--- src/rtl/sramc_pkg.sv ---
package sramc_pkg;

  localparam int SRAMC_DW    = 16;
  localparam int SRAMC_LANES = SRAMC_DW / 8;

  typedef enum logic [2:0] {
    ST_IDLE    = 3'd0,
    ST_SETUP   = 3'd1,
    ST_ACCESS  = 3'd2,
    ST_RECOVER = 3'd3,
    ST_TURN    = 3'd4
  } sramc_state_e;

  // Round a nanosecond figure up to whole clock cycles, never below one.
  function automatic int ns_to_cyc(input int ns, input int clk_ns);
    int c;
    c = (ns + clk_ns - 1) / clk_ns;
    return (c < 1) ? 1 : c;
  endfunction

endpackage

--- src/rtl/sramc_timer.sv ---
module sramc_timer #(
  parameter int CNT_W = 3
) (
  input  logic             clk,
  input  logic             rst_n,
  input  logic             load,
  input  logic [CNT_W-1:0] load_val,
  output logic             done
);

  logic [CNT_W-1:0] cnt_q;
  logic [CNT_W-1:0] cnt_d;
  logic             cnt_en;

  always_comb begin
    cnt_en = load | (cnt_q != '0);
    cnt_d  = load ? load_val : (cnt_q - 1'b1);
  end

  always_ff @(posedge clk or negedge rst_n) begin
    if (!rst_n) begin
      cnt_q <= '0;
    end else if (cnt_en) begin
      cnt_q <= cnt_d;
    end
  end

  assign done = (cnt_q == '0);

endmodule

--- src/rtl/sramc_fsm.sv ---
module sramc_fsm
  import sramc_pkg::*;
#(
  parameter int RD_CYC  = 6,
  parameter int WP_CYC  = 5,
  parameter int REC_CYC = 1,
  parameter int TA_CYC  = 2,
  parameter int CNT_W   = 3
) (
  input  logic             clk,
  input  logic             rst_n,
  input  logic             req_valid,
  input  logic             op_wr,
  input  logic             tmr_done,
  output logic             req_ready,
  output logic             accept,
  output logic             tmr_load,
  output logic [CNT_W-1:0] tmr_val,
  output logic             capture,
  output sramc_state_e     state_q
);

  sramc_state_e state_d;
  logic         rdy_q;
  logic         rdy_d;

  assign accept    = req_valid & rdy_q;
  assign req_ready = rdy_q;

  always_comb begin
    state_d  = state_q;
    tmr_load = 1'b0;
    tmr_val  = '0;
    unique case (state_q)
      ST_IDLE: begin
        if (accept) state_d = ST_SETUP;
      end
      ST_SETUP: begin
        state_d  = ST_ACCESS;
        tmr_load = 1'b1;
        tmr_val  = op_wr ? CNT_W'(WP_CYC - 1) : CNT_W'(RD_CYC - 1);
      end
      ST_ACCESS: begin
        if (tmr_done) begin
          state_d  = ST_RECOVER;
          tmr_load = 1'b1;
          tmr_val  = op_wr ? CNT_W'(REC_CYC - 1) : '0;
        end
      end
      ST_RECOVER: begin
        if (tmr_done) begin
          if (op_wr) begin
            state_d = ST_IDLE;
          end else begin
            state_d  = ST_TURN;
            tmr_load = 1'b1;
            tmr_val  = CNT_W'(TA_CYC - 1);
          end
        end
      end
      ST_TURN: begin
        if (tmr_done) state_d = ST_IDLE;
      end
      default: state_d = ST_IDLE;
    endcase
  end

  assign rdy_d   = (state_d == ST_IDLE);
  assign capture = (state_q == ST_ACCESS) & ~op_wr & tmr_done;

  always_ff @(posedge clk or negedge rst_n) begin
    if (!rst_n) begin
      state_q <= ST_IDLE;
      rdy_q   <= 1'b0;
    end else begin
      state_q <= state_d;
      rdy_q   <= rdy_d;
    end
  end

endmodule

--- src/rtl/sramc_datapath.sv ---
module sramc_datapath #(
  parameter int ADDR_W = 19,
  parameter int DW     = 16,
  parameter int LANES  = 2
) (
  input  logic              clk,
  input  logic              rst_n,
  input  logic              accept,
  input  logic              req_write,
  input  logic [ADDR_W-1:0] req_addr,
  input  logic [DW-1:0]     req_wdata,
  input  logic [LANES-1:0]  req_bmask,
  input  logic              capture,
  input  logic [DW-1:0]     dq_in,
  output logic              op_wr,
  output logic [ADDR_W-1:0] op_addr,
  output logic [DW-1:0]     op_wdata,
  output logic [LANES-1:0]  op_mask,
  output logic              rsp_valid,
  output logic [DW-1:0]     rsp_rdata
);

  logic [DW-1:0] lane_rd;

  generate
    for (genvar g = 0; g < LANES; g++) begin : g_lane
      assign lane_rd[g*8 +: 8] = op_mask[g] ? dq_in[g*8 +: 8] : 8'h00;
    end
  endgenerate

  // Request latch: held unchanged for the whole memory cycle.
  always_ff @(posedge clk or negedge rst_n) begin
    if (!rst_n) begin
      op_wr    <= 1'b0;
      op_addr  <= '0;
      op_wdata <= '0;
      op_mask  <= '0;
    end else if (accept) begin
      op_wr    <= req_write;
      op_addr  <= req_addr;
      op_wdata <= req_wdata;
      op_mask  <= req_bmask;
    end
  end

  always_ff @(posedge clk or negedge rst_n) begin
    if (!rst_n) begin
      rsp_rdata <= '0;
    end else if (capture) begin
      rsp_rdata <= lane_rd;
    end
  end

  always_ff @(posedge clk or negedge rst_n) begin
    if (!rst_n) begin
      rsp_valid <= 1'b0;
    end else begin
      rsp_valid <= capture;
    end
  end

endmodule

--- src/rtl/sramc_pins.sv ---
module sramc_pins
  import sramc_pkg::*;
#(
  parameter int LANES = 2
) (
  input  sramc_state_e      state_q,
  input  logic              op_wr,
  input  logic [LANES-1:0]  op_mask,
  output logic              ce_n,
  output logic              ce2,
  output logic              oe_n,
  output logic              we_n,
  output logic [LANES-1:0]  bs_n,
  output logic              dq_oe
);

  logic in_access;
  logic selected;
  logic wr_window;

  always_comb begin
    in_access = (state_q == ST_ACCESS);
    wr_window = op_wr & ((state_q == ST_SETUP) | in_access | (state_q == ST_RECOVER));
    selected  = (state_q == ST_SETUP) | in_access | (op_wr & (state_q == ST_RECOVER));
    ce_n      = ~selected;
    ce2       = selected;
    oe_n      = ~(in_access & ~op_wr);
    we_n      = ~(in_access & op_wr);
    dq_oe     = wr_window;
  end

  generate
    for (genvar g = 0; g < LANES; g++) begin : g_strobe
      assign bs_n[g] = ~(in_access & op_mask[g]);
    end
  endgenerate

endmodule

--- src/rtl/sram_cycle_ctrl.sv ---
module sram_cycle_ctrl
  import sramc_pkg::*;
#(
  parameter int ADDR_W      = 19,
  parameter int CLK_NS      = 10,
  parameter int T_RC_NS     = 55,
  parameter int T_WC_NS     = 55,
  parameter int T_WP_NS     = 45,
  parameter int T_BUSREL_NS = 20
) (
  input  logic                clk,
  input  logic                rst_n,
  input  logic                req_valid,
  output logic                req_ready,
  input  logic                req_write,
  input  logic [ADDR_W-1:0]   req_addr,
  input  logic [SRAMC_DW-1:0] req_wdata,
  input  logic [1:0]          req_bmask,
  output logic                rsp_valid,
  output logic [SRAMC_DW-1:0] rsp_rdata,
  output logic [ADDR_W-1:0]   mem_addr,
  output logic                mem_ce_n,
  output logic                mem_ce2,
  output logic                mem_oe_n,
  output logic                mem_we_n,
  output logic                mem_lb_n,
  output logic                mem_ub_n,
  output logic [SRAMC_DW-1:0] mem_dq_out,
  output logic                mem_dq_oe,
  input  logic [SRAMC_DW-1:0] mem_dq_in
);

  localparam int RD_CYC  = ns_to_cyc(T_RC_NS, CLK_NS);
  localparam int WP_CYC  = ns_to_cyc(T_WP_NS, CLK_NS);
  localparam int WC_CYC  = ns_to_cyc(T_WC_NS, CLK_NS);
  localparam int TA_CYC  = ns_to_cyc(T_BUSREL_NS, CLK_NS);
  localparam int REC_RAW = WC_CYC - WP_CYC - 1;
  localparam int REC_CYC = (REC_RAW < 1) ? 1 : REC_RAW;
  localparam int MAX_AB  = (RD_CYC > WP_CYC) ? RD_CYC : WP_CYC;
  localparam int MAX_CD  = (REC_CYC > TA_CYC) ? REC_CYC : TA_CYC;
  localparam int MAX_CYC = (MAX_AB > MAX_CD) ? MAX_AB : MAX_CD;
  localparam int CNT_W   = $clog2(MAX_CYC + 1);

  // Reset: asserted asynchronously, released through two flops.
  logic [1:0] rst_sync_q;
  logic       rst_int_n;

  always_ff @(posedge clk or negedge rst_n) begin
    if (!rst_n) begin
      rst_sync_q <= 2'b00;
    end else begin
      rst_sync_q <= {rst_sync_q[0], 1'b1};
    end
  end

  assign rst_int_n = rst_sync_q[1];

  sramc_state_e           state_q;
  logic                   accept;
  logic                   tmr_load;
  logic [CNT_W-1:0]       tmr_val;
  logic                   tmr_done;
  logic                   capture;
  logic                   op_wr;
  logic [SRAMC_LANES-1:0] op_mask;
  logic [SRAMC_LANES-1:0] bs_n;

  sramc_timer #(
    .CNT_W (CNT_W)
  ) u_timer (
    .clk      (clk),
    .rst_n    (rst_int_n),
    .load     (tmr_load),
    .load_val (tmr_val),
    .done     (tmr_done)
  );

  sramc_fsm #(
    .RD_CYC  (RD_CYC),
    .WP_CYC  (WP_CYC),
    .REC_CYC (REC_CYC),
    .TA_CYC  (TA_CYC),
    .CNT_W   (CNT_W)
  ) u_fsm (
    .clk       (clk),
    .rst_n     (rst_int_n),
    .req_valid (req_valid),
    .op_wr     (op_wr),
    .tmr_done  (tmr_done),
    .req_ready (req_ready),
    .accept    (accept),
    .tmr_load  (tmr_load),
    .tmr_val   (tmr_val),
    .capture   (capture),
    .state_q   (state_q)
  );

  sramc_datapath #(
    .ADDR_W (ADDR_W),
    .DW     (SRAMC_DW),
    .LANES  (SRAMC_LANES)
  ) u_dp (
    .clk       (clk),
    .rst_n     (rst_int_n),
    .accept    (accept),
    .req_write (req_write),
    .req_addr  (req_addr),
    .req_wdata (req_wdata),
    .req_bmask (req_bmask),
    .capture   (capture),
    .dq_in     (mem_dq_in),
    .op_wr     (op_wr),
    .op_addr   (mem_addr),
    .op_wdata  (mem_dq_out),
    .op_mask   (op_mask),
    .rsp_valid (rsp_valid),
    .rsp_rdata (rsp_rdata)
  );

  sramc_pins #(
    .LANES (SRAMC_LANES)
  ) u_pins (
    .state_q (state_q),
    .op_wr   (op_wr),
    .op_mask (op_mask),
    .ce_n    (mem_ce_n),
    .ce2     (mem_ce2),
    .oe_n    (mem_oe_n),
    .we_n    (mem_we_n),
    .bs_n    (bs_n),
    .dq_oe   (mem_dq_oe)
  );

  assign mem_lb_n = bs_n[0];
  assign mem_ub_n = bs_n[1];

endmodule

--- config.mk ---
export PLATFORM = sky130hd
export DESIGN_NAME = sram_cycle_ctrl
export DESIGN_NICKNAME = d
export VERILOG_FILES = /design/src/rtl/sramc_pkg.sv /design/src/rtl/sramc_timer.sv /design/src/rtl/sramc_fsm.sv /design/src/rtl/sramc_datapath.sv /design/src/rtl/sramc_pins.sv /design/src/rtl/sram_cycle_ctrl.sv
export SDC_FILE = /design/constraint.sdc
export NUM_CORES = 1
export LEC_CHECK = 0
export BUFFER_PORTS_ARGS = -buffer_cell sky130_fd_sc_hd__buf_2
export CORE_AREA = 2 2 78 80
export CTS_BUF_LIST = sky130_fd_sc_hd__clkbuf_4 sky130_fd_sc_hd__clkbuf_8
export CTS_CLUSTER_DIAMETER = 80
export CTS_CLUSTER_SIZE = 20
export DETAILED_ROUTE_END_ITERATION = 8
export DIE_AREA = 0 0 80 82
export GPL_ROUTABILITY_DRIVEN = 0
export PLACE_DENSITY = 0.8
export SLEW_MARGIN = 40
export SYNTH_ARGS = -nofsm -noshare
export SYNTH_HDL_FRONTEND = slang
export SYNTH_SLANG_ARGS = --single-unit
--- constraint.sdc ---
create_clock -name clk -period 2.56 [get_ports clk]
set_input_delay 0.512 -clock clk [delete_from_list [all_inputs] [get_ports clk]]
set_output_delay 0.512 -clock clk [all_outputs]
set_load 0.02 [all_outputs]
# ---- Word level (Yosys, flattened, before mapping)
# Cells that the tools add are included.
dict set report totals {
  register_bits 64
  in_bits 57
  elab_cells 54
}
dict set report classes {
  addsub 1
  eq_ne 4
  muxes 17
  n_bitwise 18
  n_reduce_logical 4
}
# op n
set ops {}
lappend ops {{3-bit 2-to-1 mux} 7}
lappend ops {{8-bit 2-to-1 mux} 2}
lappend ops {{3-bit case mux with 5 select lines} 1}
lappend ops {{3-bit zero test} 3}
lappend ops {{1-bit bitwise AND} 8}
lappend ops {{3-bit by 2-bit == test with 1-bit output, second input constant} 2}
lappend ops {{1-bit inverter} 6}
lappend ops {{3-bit case mux with 2 select lines} 1}
lappend ops {{1-bit 2-to-1 mux} 5}
lappend ops {{1-bit OR} 4}
lappend ops {{3-bit by 1-bit == test with 1-bit output, second input constant} 1}
lappend ops {{3-bit == test, second input constant} 1}
lappend ops {{1-bit case mux with 3 select lines} 1}
lappend ops {{3-bit nonzero test} 1}
lappend ops {{3-bit by 1-bit subtractor with 3-bit output, second input constant} 1}

# ---- Depth between registers and ports, before layout
dict set report depth {
  word_depth 4
  ltp_mapped 7
}

# ---- Cells and area by module
# From an unflattened synthesis, not the netlist that was laid out.
dict set report hier_totals {
  cells_unflattened 215
  hier_area_um2 2755.1
}
# mod n_inst cells_each area_each_um2 seq_area_each_um2
set by_module_without_submodules {}
lappend by_module_without_submodules {sramc_datapath 1 150 2159.6 1376.3}
lappend by_module_without_submodules {sramc_fsm 1 31 274.0 100.1}
lappend by_module_without_submodules {sramc_timer 1 21 200.2 75.1}
lappend by_module_without_submodules {sramc_pins 1 10 67.6 0.0}
lappend by_module_without_submodules {sram_cycle_ctrl 1 3 53.8 50.0}

# ---- Worst setup path before layout
# Ideal clock, no wire load.
dict set report synth_path {
  path_kind {register -> output}
  start {reg u_fsm.state_q[0]}
  end {out mem_ce2}
  arrival_ns 1.252
  required_time_ns 2.048
  slack_ns 0.796
  stages_incl_launch_ff 4
  n_path_buf 0
  path_cell_list {dfrtp_1 -> nor2_1 -> or2_2 -> a21oi_1}
}
dict set report synth_via {
  elab_chain_len 3
}
# item line_no
set synth_rtl {}
lappend synth_rtl {{from (decl)} sramc_fsm.sv:20} ;# output sramc_state_e state_q
lappend synth_rtl {{from (signal assigned)} sramc_fsm.sv:76} ;# state_q <= state_d;
lappend synth_rtl {{3-bit by 1-bit == test with 1-bit output, or another cell as far along} sramc_pins.sv:24} ;# selected = (state_q == ST_SETUP) | in_access | (op_wr & (state_q == ST_RECOVER));
lappend synth_rtl {{1-bit OR or 1-bit bitwise AND (tied branches)} sramc_pins.sv:24}
lappend synth_rtl {{1-bit OR (*)} sramc_pins.sv:24}
lappend synth_rtl {{to (decl)} sram_cycle_ctrl.sv:23} ;# output logic mem_ce2,
# Every way passes the cells marked *; elsewhere a longest branch is shown, timed or not.

# ---- Worst setup path in the final report
dict set report layout_path {
  start {reg u_fsm.state_q[1]}
  end {out mem_ce2}
}
# The elaborated chain is that of the path after synthesis.

==> run_results.csv <==
group,metric,value,unit
status,status,"finished, final reports clean",
power_and_ir_drop,switching_power,0.001910,W
synthesis,ys_seq_area_frac,0.5901,
clocking,clk_latency,340,ps
critical_path,rr_worst_depth,5,
floorplan,fp.dieH,82,um
timing,fin_crit_sh,0.8787,
synthesis,synth_area_leaders,"dfrtp_1 (59%), mux2_2 (16%), mux2i_1 (5.9%)",
finish,layout-drive-gt1-share,0.5357,
placement,hpwl,4.153,mm
min_path,holdCritPathClass,"flip-flop to async pin",
timing,setup_viol,0,
grt,grt_pass1_vias,2005,
critical_path,cp_max_fo,17,
detailed_routing,drc,0,
detailed_routing,drt_wl_total,5.716,mm
critical_path,path_cells,"nor2_1 > or2_2 > a21oi_1 > buf_2",
placement,placed_area,3358,um2
critical_path,cpMaxStageDelayCell,"dfrtp_1",
synthesis,netlist_area,2714,um2
power_and_ir_drop,power_frac_clock,0.169,
synthesis,synth-edff-count,0,
floorplan,fp.dieW,80,um
timing,rsz0062_at_grt,"no",
placement,portBuffers,116,
synthesis,yosysTopAreaCell,"dfrtp_1",
grt,use_met1,0.2233,
detailed_routing,avgViaCountPerCell,4.859,
synthesis,ys_types,33,
floorplan,initial_utilization,0.4723,
grt,grt_max_degree,34,
synthesis,postSynthCellCount,212,
timing,drv_slew,0,
clocking,htree_num_levels,3,
timing,hold_ws,291.0,ps
clocking,cts_root_buffer,"clkbuf_8",
critical_path,rr_endpoint,"u_dp.rsp_rdata[15]$_DFFE_PN0P_",
critical_path,worstSetupPathType,"flip-flop to output port",
critical_path,critPathLaunchType,"flip-flop",
clocking,cts_resized,0,
clocking,numCtsBuffers,9,
critical_path,cp.required,2050,ps
power_and_ir_drop,vdd_drop_max,0.7819,mV
detailed_routing,postRouteAntennaNets,0,
detailed_routing,drt_iter0_drc,95,
floorplan,core_area,5746,um2
detailed_routing,via_count,1997,
critical_path,r2r_setup_slack,780,ps
grt,antenna_found_initial,0,
finish,utilization,0.6187,
clocking,clkSinkCount,64,
critical_path,cpPeakStageDelay,630,ps
power_and_ir_drop,seq_power_share,0.384,
synthesis,synthArstFlopShare,1.000,
floorplan,ios,117,
timing,relSlewSlack,0.6444,
floorplan,fp.dieArea,6560,um2
clocking,cts_tree,"yes",
grt,busiest_layer,"met2",
grt,grt_usage,0.1852,
job,maxCapViolCount,0,
finish,syn_to_final_growth,30.98,%
timing,fmax,444.5,MHz
detailed_routing,dr.pass1.iters,4,
power_and_ir_drop,combPwrFrac,0.447,
timing,worst_pin_slew,532.8,ps
synthesis,yosys_warnings,0,
synthesis,syn-num-nets,271,
clocking,cts.clk_slew.worst_paths,70,ps
synthesis,avgSynthCellArea,12.80,um2
timing,fin_tns_setup,0,ps
critical_path,critPathCaptureType,"output port",
floorplan,rows,28,
power_and_ir_drop,power.internal,0.002772,W
grt,use_met3,0.07033,
critical_path,cp_data_arrival_time,1740,ps
timing,post-route-min-period,2250,ps
finish,fin_area,3555,um2
grt,use_met2,0.2967,
synthesis,ys_seq_elements,64,
grt,grt_pass1_wl,9.190,mm
synthesis,synth_top_area_share,0.5901,
power_and_ir_drop,p_leak,1.919,nW
grt,grt_overflow,0,
power_and_ir_drop,p_per_area,1317,nW/um2
detailed_routing,wl_per_cell,13.91,um
synthesis,synth_ff_type,"dfrtp_1",
clocking,cts.path.max_buffers,2,
timing,finalHoldViolCount,0,
finish,nNetsFinal,390,
finish,diodes,0,
timing,clock-skew-final,9.107,ps
power_and_ir_drop,switching_share,0.4079,
critical_path,reg2reg_from,"u_timer.cnt_q[0]$_DFFE_PN0P_",
through the flow:
step                      setup WS [ps]  power, W  std cells
after global routing              182.1  0.004994        411
after floorplan                   646.0  0.003231        212
final                             310.4  0.004681        411
after detailed placement          686.0  0.003918        394
after CTS                         318.4  0.004723        411
after global placement            762.5  0.003838        394
logic make-up (layout without fill, tap and decap cells):
family          Yosys count  in the layout  share of synthesized area
compound gates           16             16                    0.04103
flops                    64             64                     0.5901
fa+ha+maj                 2              2                   0.009219
mux                      54             54                     0.2167
xor+xnor                  1              1                   0.003228
buf+inv                  32            156                    0.05624
simple gates             42             42                    0.08206
other cells               1              1                   0.001382
cells in the mapped netlist (2+ instances only):
library cell   n
dfrtp_1       64
mux2_2        38
nand2_1       22
inv_1         21
mux2i_1       16
buf_2          5
nand2b_1       4
nand3_1        4
a21oi_1        3
nor2_1         3
a221oi_1       2
a31oi_1        2
and2_1         2
buf_1          2
buf_4          2
ha_1           2
o21ai_0        2
o22ai_1        2
or2_2          2
state kept, by name (all words and copies together) (netlist names):
signal           count
rst_sync_q           2
u_dp.op_addr        19
u_dp.op_mask         2
u_dp.op_wdata       16
u_dp.op_wr           1
u_dp.rsp_rdata      16
u_dp.rsp_valid       1
u_fsm.req_ready      1
u_fsm.state_q        3
u_timer.cnt_q        3
how the worst max path moves through the flow:
stage	startpoint	slack, ps	cells after the start	endpoint
global placement	u_fsm.state_q[1]$_DFF_PN0_	760	4	mem_ce2
detailed placement	u_fsm.state_q[1]$_DFF_PN0_	690	4	mem_ce2
finish	u_fsm.state_q[1]$_DFF_PN0_	310	4	mem_ce2
CTS	u_fsm.state_q[1]$_DFF_PN0_	320	4	mem_ce2
floorplan	rst_sync_q[1]$_DFF_PN0_	650	0	u_dp.op_addr[0]$_DFFE_PN0P_
global route	u_fsm.state_q[1]$_DFF_PN0_	180	4	mem_ce2
metal layers:
layer  vias up  wire, um  part of all wire
met5         -         0                 0
met4         0        72             0.013
met3         5       486             0.085
met2        90      2708              0.47
met1       961      2448              0.43
li1        941         -                 -
cell type report:
cell class,count,area (um2)
sequential,64,1605
clock inverter,3,17.52
timing repair buffer,119,630.6
multi-input combinational,116,962.2
clock buffer,13,166.4
inverter,21,78.83
tap,75,93.84
fill,478,2191
critical path, delay by kind of cell (launching register included):
family / cells / cell delay (ps)
AO/OA/AOI/OAI: 1 / 150
buffers and inverters: 1 / 190
AND/OR/NAND/NOR: 2 / 440
flip-flops: 1 / 630
cell usage in the layout (no fill, tap or decap):
master         synthesis  final
buf_2                  5    116
dfrtp_1               64     63
mux2_2                38     38
inv_1                 21     21
nand2_1               22     21
mux2i_1               16     16
clkbuf_8               0     11
nand2b_1               4      4
nand3_1                4      4
nor2_1                 3      3
a21oi_1                3      3
or2_2                  2      2
a31oi_1                2      2
o21ai_0                2      2
and2_1                 2      2
a221oi_1               2      2
o22ai_1                2      2
ha_1                   2      2
clkinv_2               0      2
clkbuf_4               0      2
buf_12                 0      2
and2b_2                1      1
o31ai_1                1      1
nand2_2                0      1
a311oi_1               1      1
nor2_8                 1      1
o221ai_1               1      1
nor2b_4                1      1
nand3_2                1      1
xnor2_1                1      1
o211a_1                1      1
nor2b_1                1      1
o22a_1                 1      1
clkinvlp_4             0      1
dlygate4sd3_1          0      1
conb_1                 1      1
dfrtp_4                0      1
power by group through the flow:
stage          registers, W  clock network [W]  logic [W]
3_3_place_gp        0.00179                  0    0.00205
5_1_grt             0.00188           0.000855    0.00226
3_5_place_dp        0.00181                  0    0.00211
2_1_floorplan       0.00220                  0    0.00103
4_1_cts             0.00180           0.000815    0.00211
6_report            0.00180           0.000793    0.00209
repair_timing:
action	CTS	global route
buffers inserted	0	0
endpoints found under the setup margin	0	0
endpoints found under the hold margin	2	0
hold buffers	1	0
No activity file was read; power rests on OpenSTA's default activity.
